## config.mk

```make
export PLATFORM = sky130hd
export DESIGN_NAME = subrange_seq
export DESIGN_NICKNAME = d
export VERILOG_FILES = /design/src/rtl/sub_pkg.sv /design/src/rtl/sub_edge.sv /design/src/rtl/sub_timer.sv /design/src/rtl/sub_merge.sv /design/src/rtl/subrange_seq.sv
export SDC_FILE = /design/constraint.sdc
export NUM_CORES = 1
export LEC_CHECK = 0
export BUFFER_PORTS_ARGS = -buffer_cell sky130_fd_sc_hd__buf_2
export CAP_MARGIN = 20
export CORE_ASPECT_RATIO = 2
export CORE_MARGIN = 1.5
export CORE_UTILIZATION = 50
export DETAILED_ROUTE_END_ITERATION = 8
export GPL_ROUTABILITY_DRIVEN = 0
export HOLD_SLACK_MARGIN = 0.06
export PLACE_DENSITY_LB_ADDON = 0.3
export SKIP_CTS_REPAIR_TIMING = 1
export SKIP_LAST_GASP = 1
export SLEW_MARGIN = 20
export SYNTH_ARGS = -nofsm -noshare
export SYNTH_HDL_FRONTEND = slang
export SYNTH_SLANG_ARGS = --single-unit
export TNS_END_PERCENT = 10
```

## constraint.sdc

```tcl
create_clock -name clk_i -period 2.8 [get_ports clk_i]
set_input_delay 0.28 -clock clk_i [delete_from_list [all_inputs] [get_ports clk_i]]
set_output_delay 0.28 -clock clk_i [all_outputs]
set_load 0.02 [all_outputs]
```

## src/rtl/sub_pkg.sv

```systemverilog
package sub_pkg;

  typedef enum logic [3:0] {
    ST_IDLE,
    ST_APERT,
    ST_Q1_REQ,
    ST_Q1_WAIT,
    ST_SETTLE,
    ST_SWITCH,
    ST_RHOLD,
    ST_Q2_REQ,
    ST_Q2_WAIT,
    ST_MERGE
  } seq_state_e;

  typedef struct packed {
    logic in_hold;
    logic res_hold;
    logic sw2_on;
    logic sw3_on;
    logic q_start;
  } ctl_t;

  function automatic ctl_t decode_ctl(seq_state_e s);
    ctl_t c;
    c.in_hold  = s inside {ST_APERT, ST_Q1_REQ, ST_Q1_WAIT, ST_SETTLE,
                           ST_SWITCH, ST_RHOLD, ST_Q2_REQ, ST_Q2_WAIT};
    c.sw3_on   = s inside {ST_SWITCH, ST_RHOLD, ST_Q2_REQ, ST_Q2_WAIT};
    c.sw2_on   = !c.sw3_on;
    c.res_hold = s inside {ST_RHOLD, ST_Q2_REQ, ST_Q2_WAIT};
    c.q_start  = s inside {ST_Q1_REQ, ST_Q2_REQ};
    return c;
  endfunction

endpackage

```

## src/rtl/sub_edge.sv

```systemverilog
module sub_edge (
  input  logic clk_i,
  input  logic rst_ni,
  input  logic sig_i,
  output logic rise_o
);
  logic prev_q;

  always_ff @(posedge clk_i or negedge rst_ni) begin
    if (!rst_ni) prev_q <= 1'b0;
    else         prev_q <= sig_i;
  end

  assign rise_o = sig_i & ~prev_q;
endmodule

```

## src/rtl/sub_timer.sv

```systemverilog
// Saturating run-length counter: hit_o is high from the LEN-th running cycle on.
module sub_timer #(
  parameter int unsigned LEN = 4
) (
  input  logic clk_i,
  input  logic rst_ni,
  input  logic run_i,
  output logic hit_o
);
  localparam int unsigned CW = (LEN < 2) ? 1 : $clog2(LEN + 1);
  localparam logic [CW-1:0] LAST = CW'(LEN - 1);

  logic [CW-1:0] cnt_q;

  always_ff @(posedge clk_i or negedge rst_ni) begin
    if (!rst_ni)            cnt_q <= '0;
    else if (!run_i)        cnt_q <= '0;
    else if (cnt_q != LAST) cnt_q <= cnt_q + 1'b1;
  end

  assign hit_o = run_i && (cnt_q == LAST);
endmodule

```

## src/rtl/sub_merge.sv

```systemverilog
// Combine coarse and fine codes, remove the residue offset, clamp to OUT_W bits.
module sub_merge #(
  parameter int unsigned CODE_W = 9,
  parameter int unsigned OUT_W  = 16,
  parameter int unsigned OFFSET = 128
) (
  input  logic [CODE_W-1:0] coarse_i,
  input  logic [CODE_W-1:0] fine_i,
  output logic [OUT_W-1:0]  res_o
);
  localparam int unsigned SH = OUT_W - CODE_W;
  localparam int unsigned SW = OUT_W + 2;

  logic [OUT_W-1:0] coarse_ext;
  logic [SW-1:0]    sum;

  assign coarse_ext = {coarse_i, {SH{1'b0}}};
  assign sum = SW'(coarse_ext) + SW'(fine_i) - SW'(OFFSET);

  always_comb begin
    if (sum[SW-1])      res_o = '0;  // below zero
    else if (sum[SW-2]) res_o = '1;  // above full scale
    else                res_o = sum[OUT_W-1:0];
  end
endmodule

```

## src/rtl/subrange_seq.sv

```systemverilog
module subrange_seq
  import sub_pkg::*;
#(
  parameter int unsigned CODE_W         = 9,
  parameter int unsigned OUT_W          = 16,
  parameter int unsigned APERTURE_CYC   = 3,
  parameter int unsigned DAC_SETTLE_CYC = 12,
  parameter int unsigned RES_SETTLE_CYC = 9
) (
  input  logic              clk_i,
  input  logic              rst_ni,
  input  logic              conv_start_i,
  input  logic              q_valid_i,
  input  logic [CODE_W-1:0] q_code_i,
  output logic              q_start_o,
  output logic              in_hold_o,
  output logic              res_hold_o,
  output logic              sw2_on_o,
  output logic              sw3_on_o,
  output logic [OUT_W-1:0]  dac_word_o,
  output logic              busy_o,
  output logic              done_o,
  output logic [OUT_W-1:0]  result_o
);
  localparam int unsigned SH     = OUT_W - CODE_W;
  localparam int unsigned OFFSET = 1 << SH;
  localparam int unsigned N_SET  = 2;

  seq_state_e state_q, state_d;
  ctl_t       ctl_q;

  logic              start_rise;
  logic              ap_hit;
  logic [N_SET-1:0]  set_hit;
  logic [CODE_W-1:0] coarse_q, fine_q;
  logic [OUT_W-1:0]  dac_q, result_q, merged;
  logic              busy_q, done_q;
  logic              take_coarse, take_fine;

  sub_edge i_start_edge (
    .clk_i  (clk_i),
    .rst_ni (rst_ni),
    .sig_i  (conv_start_i),
    .rise_o (start_rise)
  );

  sub_timer #(.LEN(APERTURE_CYC)) i_ap_timer (
    .clk_i  (clk_i),
    .rst_ni (rst_ni),
    .run_i  (state_q == ST_APERT),
    .hit_o  (ap_hit)
  );

  // Index 0: DAC settle, index 1: residue amplifier settle; both run in parallel.
  for (genvar g = 0; g < N_SET; g++) begin : g_settle
    localparam int unsigned L = (g == 0) ? DAC_SETTLE_CYC : RES_SETTLE_CYC;
    sub_timer #(.LEN(L)) i_set_timer (
      .clk_i  (clk_i),
      .rst_ni (rst_ni),
      .run_i  (state_q == ST_SETTLE),
      .hit_o  (set_hit[g])
    );
  end

  sub_merge #(
    .CODE_W (CODE_W),
    .OUT_W  (OUT_W),
    .OFFSET (OFFSET)
  ) i_merge (
    .coarse_i (coarse_q),
    .fine_i   (fine_q),
    .res_o    (merged)
  );

  assign take_coarse = (state_q == ST_Q1_WAIT) && q_valid_i;
  assign take_fine   = (state_q == ST_Q2_WAIT) && q_valid_i;

  always_comb begin
    state_d = state_q;
    unique case (state_q)
      ST_IDLE:    if (start_rise)  state_d = ST_APERT;
      ST_APERT:   if (ap_hit)      state_d = ST_Q1_REQ;
      ST_Q1_REQ:                   state_d = ST_Q1_WAIT;
      ST_Q1_WAIT: if (take_coarse) state_d = ST_SETTLE;
      ST_SETTLE:  if (&set_hit)    state_d = ST_SWITCH;
      ST_SWITCH:                   state_d = ST_RHOLD;
      ST_RHOLD:                    state_d = ST_Q2_REQ;
      ST_Q2_REQ:                   state_d = ST_Q2_WAIT;
      ST_Q2_WAIT: if (take_fine)   state_d = ST_MERGE;
      ST_MERGE:                    state_d = ST_IDLE;
      default:                     state_d = ST_IDLE;
    endcase
  end

  always_ff @(posedge clk_i or negedge rst_ni) begin
    if (!rst_ni) begin
      state_q <= ST_IDLE;
      ctl_q   <= decode_ctl(ST_IDLE);
      busy_q  <= 1'b0;
    end else begin
      state_q <= state_d;
      ctl_q   <= decode_ctl(state_d);
      busy_q  <= (state_d != ST_IDLE);
    end
  end

  always_ff @(posedge clk_i or negedge rst_ni) begin
    if (!rst_ni) begin
      coarse_q <= '0;
      fine_q   <= '0;
      dac_q    <= '0;
    end else begin
      if (take_coarse) begin
        coarse_q <= q_code_i;
        dac_q    <= {q_code_i, {SH{1'b0}}};
      end
      if (take_fine) fine_q <= q_code_i;
    end
  end

  always_ff @(posedge clk_i or negedge rst_ni) begin
    if (!rst_ni) begin
      result_q <= '0;
      done_q   <= 1'b0;
    end else begin
      done_q <= (state_q == ST_MERGE);
      if (state_q == ST_MERGE) result_q <= merged;
    end
  end

  assign q_start_o  = ctl_q.q_start;
  assign in_hold_o  = ctl_q.in_hold;
  assign res_hold_o = ctl_q.res_hold;
  assign sw2_on_o   = ctl_q.sw2_on;
  assign sw3_on_o   = ctl_q.sw3_on;
  assign dac_word_o = dac_q;
  assign busy_o     = busy_q;
  assign done_o     = done_q;
  assign result_o   = result_q;

endmodule

```

## Yosys cells after proc, flatten, opt, wreduce, memory -nomap -nowiden

Index checks and enable logic that the tools add are counted.

| word-level totals | value |
|---|---|
| flip-flop bits (word level) | 56 |
| output and inout bits | 39 |
| word-level logic and storage cells | 75 |

| operators by class | value |
|---|---|
| add/sub/neg operators | 5 |
| eq/ne operators | 26 |
| muxes and demuxes | 14 |
| bitwise logic cells | 2 |
| reductions and logical operators | 13 |

Operators by type and width:

| kind | number |
|---|---|
| 2-to-1 mux 4 bit | 9 |
| case mux 4 bit (9 select lines) | 1 |
| == test 4 x 3 -> 1 bit (second input constant) | 8 |
| 2-to-1 mux 16 bit | 2 |
| == test 4 bit (second input constant) | 5 |
| subtractor 18 x 8 -> 18 bit (second input constant) | 1 |
| adder 16 x 9 -> 17 bit | 1 |
| == test 4 x 2 -> 1 bit (second input constant) | 4 |
| adder 4 x 1 -> 4 bit (second input constant) | 2 |
| == test 4 x 1 -> 1 bit (second input constant) | 2 |
| != test 4 bit (second input constant) | 2 |
| nonzero test 4 bit | 2 |
| nonzero test 8 bit | 1 |
| != test 2 bit (second input constant) | 3 |
| logical AND 1 bit | 5 |
| logical NOT 4 bit | 1 |
| 2-to-1 mux 2 bit | 2 |
| nonzero test 3 bit | 1 |
| adder 2 x 1 -> 2 bit (second input constant) | 1 |
| == test 2 bit (second input constant) | 1 |
| != test 2 x 1 -> 1 bit (second input constant) | 1 |
| AND reduction 2 bit | 1 |
| nonzero test 2 bit | 1 |
| AND 1 bit | 1 |
| 2 further kinds | 2 |

## Logic depth before layout (Yosys ltp)

| logic depth | value |
|---|---|
| depth after elaboration | 8 |
| mapped depth | 10 |

## Modules after synthesis

A second synthesis with hierarchy kept.

| second synthesis, totals | value |
|---|---|
| cell total of the unflattened synthesis | 269 |
| area, all modules | 3086.7 um2 |

By module, submodules not included:

| module | instances | cells an instance | area each (um2) | sequential area each (um2) |
|---|---|---|---|---|
| subrange_seq | 1 | 128 | 1855.5 | 1127.3 |
| sub_merge | 1 | 88 | 648.1 | 0.0 |
| sub_timer at g_settle[1].i_set_timer | 1 | 21 | 221.5 | 100.1 |
| sub_timer at g_settle[0].i_set_timer | 1 | 20 | 212.7 | 100.1 |
| sub_timer at i_ap_timer | 1 | 10 | 110.1 | 50.0 |
| sub_edge | 1 | 2 | 38.8 | 25.0 |

## Worst setup path before layout

Ideal clock, no wire load.

| path | value |
|---|---|
| path kind | register to register |
| from | register, netlist name dac_word_o[7] |
| to | register result_q[10] (netlist: result_o[10]) |
| arrival time | 2.621 ns |
| required time | 2.679 ns |
| slack | 0.058 ns |
| cell stages (with the launch flop) | 11 |
| clock period less this slack | 2.742 ns |
| path through | dfrtp_1 -> ha_1 -> fa_1 -> and2_1 -> buf_2 -> nand4_1 -> xor2_1 -> a31o_2 -> buf_2 -> nand3_1 -> a22o_1 |

RTL lines:

| what | RTL line | RTL |
|---|---|---|
| to (signal assigned) | subrange_seq.sv:127 | `if (state_q == ST_MERGE) result_q <= merged;` |
| to (decl) | subrange_seq.sv:36 | `logic [OUT_W-1:0] dac_q, result_q, merged;` |

==> metrics.txt <==
Netlist cell types=52; Filler Cell Count=481; worst-skew pair later-pin latency=0.30 ns; Critical Path RT=2.98 ns; Final min period=2.58 ns; multi-input logic area=1430 µm²; All-Layer GR Usage=19.4%; Iter 0 DRT Violations=58; CP top delay family=adder cells; power per cell area=1170 nW/µm²; first-pass GRT wire length=9720 µm; Placed Cells=360; Crit Path Class=register to register; Clock Path Buffers=2; antenna violations before repair=0; Yosys Warn Count=0; area grow syn2layout=14.3%; die height=111 µm; CP Max Fanout=5; WP depth=9; final-report hold violation count=0; Post-DP HPWL=4440 µm; largest net degree at the start of global routing=37; Die ar.=6380 µm²; Num CTS Buffers=5; CP max stage delay=0.47 ns; Final WS setup=0.224 ns; Slew Viols, Final=0; hold path depth=1; share of cells above drive strength 1=28.5%; Setup Total Neg Slack=0 ns; maxcap violations=0; Initial Utilization=51.5%; FFs w/ async S/R, synth=100%; Non-Filler Instances=370; multiplexer share of the synthesized area=8.97%; Clk pin slew, worst setup/hold paths=0.07 ns; Peak Freq=388 MHz; CTS root buf=clkbuf_16; Die Wd=57.2 µm; mapped cell area=2940 µm²; final net count=329; RSZ-0062 raised after global routing=false; clock sink count=56; FP Rows=39; Max VDD drop=784 µV; Crit. End Element=register; core area=5710 µm²; Synth Instances=264; # DRC=0; clock skew=0.00771 ns; area share of the largest cell type after synthesis=46.8%; Crit path arrival time=2.76 ns; IO Port Bufs=44; H-tree depth=2; DRT Pass-1 Iters=4; post-synthesis xor/xnor area fraction=5.36%; Storage cell area=1400 µm²; IO Count=52; CTS tree=yes; Main synth FF type=dfrtp_1; Leak=1.62 nW; sequential area share after synthesis=47.7%; Tcrit/Tclk final=92.0%; synth top area cells=dfrtp_1, mux2_2, a22o_1, xnor2_1, ha_1; most common cell after layout, fill and taps aside=dfrtp_1; R2R depth=9; Slew headroom=58.6%; Final Hold Slack=0.106 ns; Final ANT Viol Nets=0; simple-gate area share of the yosys netlist=15.0%; Cell Chain, Critical Path=ha_1 > fa_2 > inv_1 > ha_2 > o31ai_1 > a211oi_2 > nand4_1 > xnor2_1 > a221o_1; adder-cell share of the synthesized area=3.66%; Hold WC Path Type=input port to register; commonest cells after routing, fill and taps aside=dfrtp_1, buf_2, mux2_2; final setup violating endpoints=0; wire per inst=15.7 µm; number of synthesized flops with an enable pin=0; Worst-Margin Slew=0.622 ns; total gr overflow=0; post-synthesis compound-gate area fraction=14.3%; FF+latch count, synth=56; Post-Route WL=5810 µm; pre-CTS WS=0.129 ns; synthesized area per cell=11.1 µm²; combinational family with the most area after synthesis=simple AND/OR/NAND/NOR gates; vias in the first global route=2107; leading area contributor after synthesis=dfrtp_1; crit path buf inv count=1; # diodes=0; Vias=2097; status=finished, final reports clean; Critical Path Start Type=register; slowest CP cell=fa_2; Via density=5.67
## registers in the layout, indices dropped and copies added, names as in the netlist, 2 cells and up
signal	cells
result_o	16
i_ap_timer.cnt_q	2
fine_q	9
state_q	4
g_settle.i_set_timer.cnt_q	8
dac_word_o	9
## final cells by class
cell class | instances | area share [%]
multi-input combinational | 186 | 42.6
clock buffer | 5 | 3.72
tap | 61 | 2.27
inverter | 8 | 0.893
timing repair buffer | 51 | 8.19
clock inverter | 3 | 0.633
sequential | 56 | 41.7
## metal layers
metal | track usage [%] | share of wire (%) | vias up
li1 | - | - | 1019
met4 | 7.91 | 2.4 | 0
met3 | 3.95 | 2.8 | 11
met1 | 17.9 | 35 | 1027
met5 | 0 | 0 | -
met2 | 38.7 | 60 | 40
## cell usage after synthesis, types with 2 or more instances
cell      number
dfrtp_1       55
mux2_2        19
nor2_1        17
a22o_1        14
nand3_1       12
xnor2_1       12
nand2_1        9
nand3b_1       9
buf_4          8
inv_1          8
a21oi_1        7
buf_2          7
ha_1           7
and3_1         6
xor2_1         6
clkbuf_1       5
mux2i_1        5
o21ai_0        5
nand2b_1       4
nand4_1        4
nor2b_1        4
nor3_1         4
nor3b_1        3
a21boi_0       2
a21o_1         2
a31oi_1        2
and2_1         2
o31ai_1        2
## logic make-up after synthesis
group           after synthesis
compound gates               49
xor+xnor                     18
fa+ha+maj                     8
buf+inv                      28
flops                        56
mux                          24
other cells                   1
simple gates                 80
## where the power goes
part | internal, mW | switching, mW
logic | 0.851 | 1.05
registers | 1.09 | 0.301
clock network | 0.334 | 0.292
## path summary, 6_finish.rpt
check                      slack (ns)                      start                            end
max in group asynchronous        1.51                     rst_ni             sw2_on_o$_DFF_PN1_
min                              0.11               conv_start_i  i_start_edge.prev_q$_DFF_PN0_
max reg2reg                      0.22  dac_word_o[7]$_DFFE_PN0P_       result_o[15]$_DFFE_PN0P_
min in group asynchronous        0.46                     rst_ni        result_o[1]$_DFFE_PN0P_
min reg2reg                      0.49   result_o[14]$_DFFE_PN0P_       result_o[14]$_DFFE_PN0P_
max                              0.22  dac_word_o[7]$_DFFE_PN0P_       result_o[15]$_DFFE_PN0P_
## stage by stage
stage | utilization (%) | cell area, µm² | power, mW
after CTS | 58.3 | 3330 | 3.92
after detailed placement | 55.8 | 3180 | 3.28
after global placement | 55.8 | 3180 | 3.24
after global routing | 58.9 | 3360 | 4.20
final | 58.9 | 3360 | 3.92
after floorplan | - | 2960 | 2.81
Power figures use the tool's default switching activity.
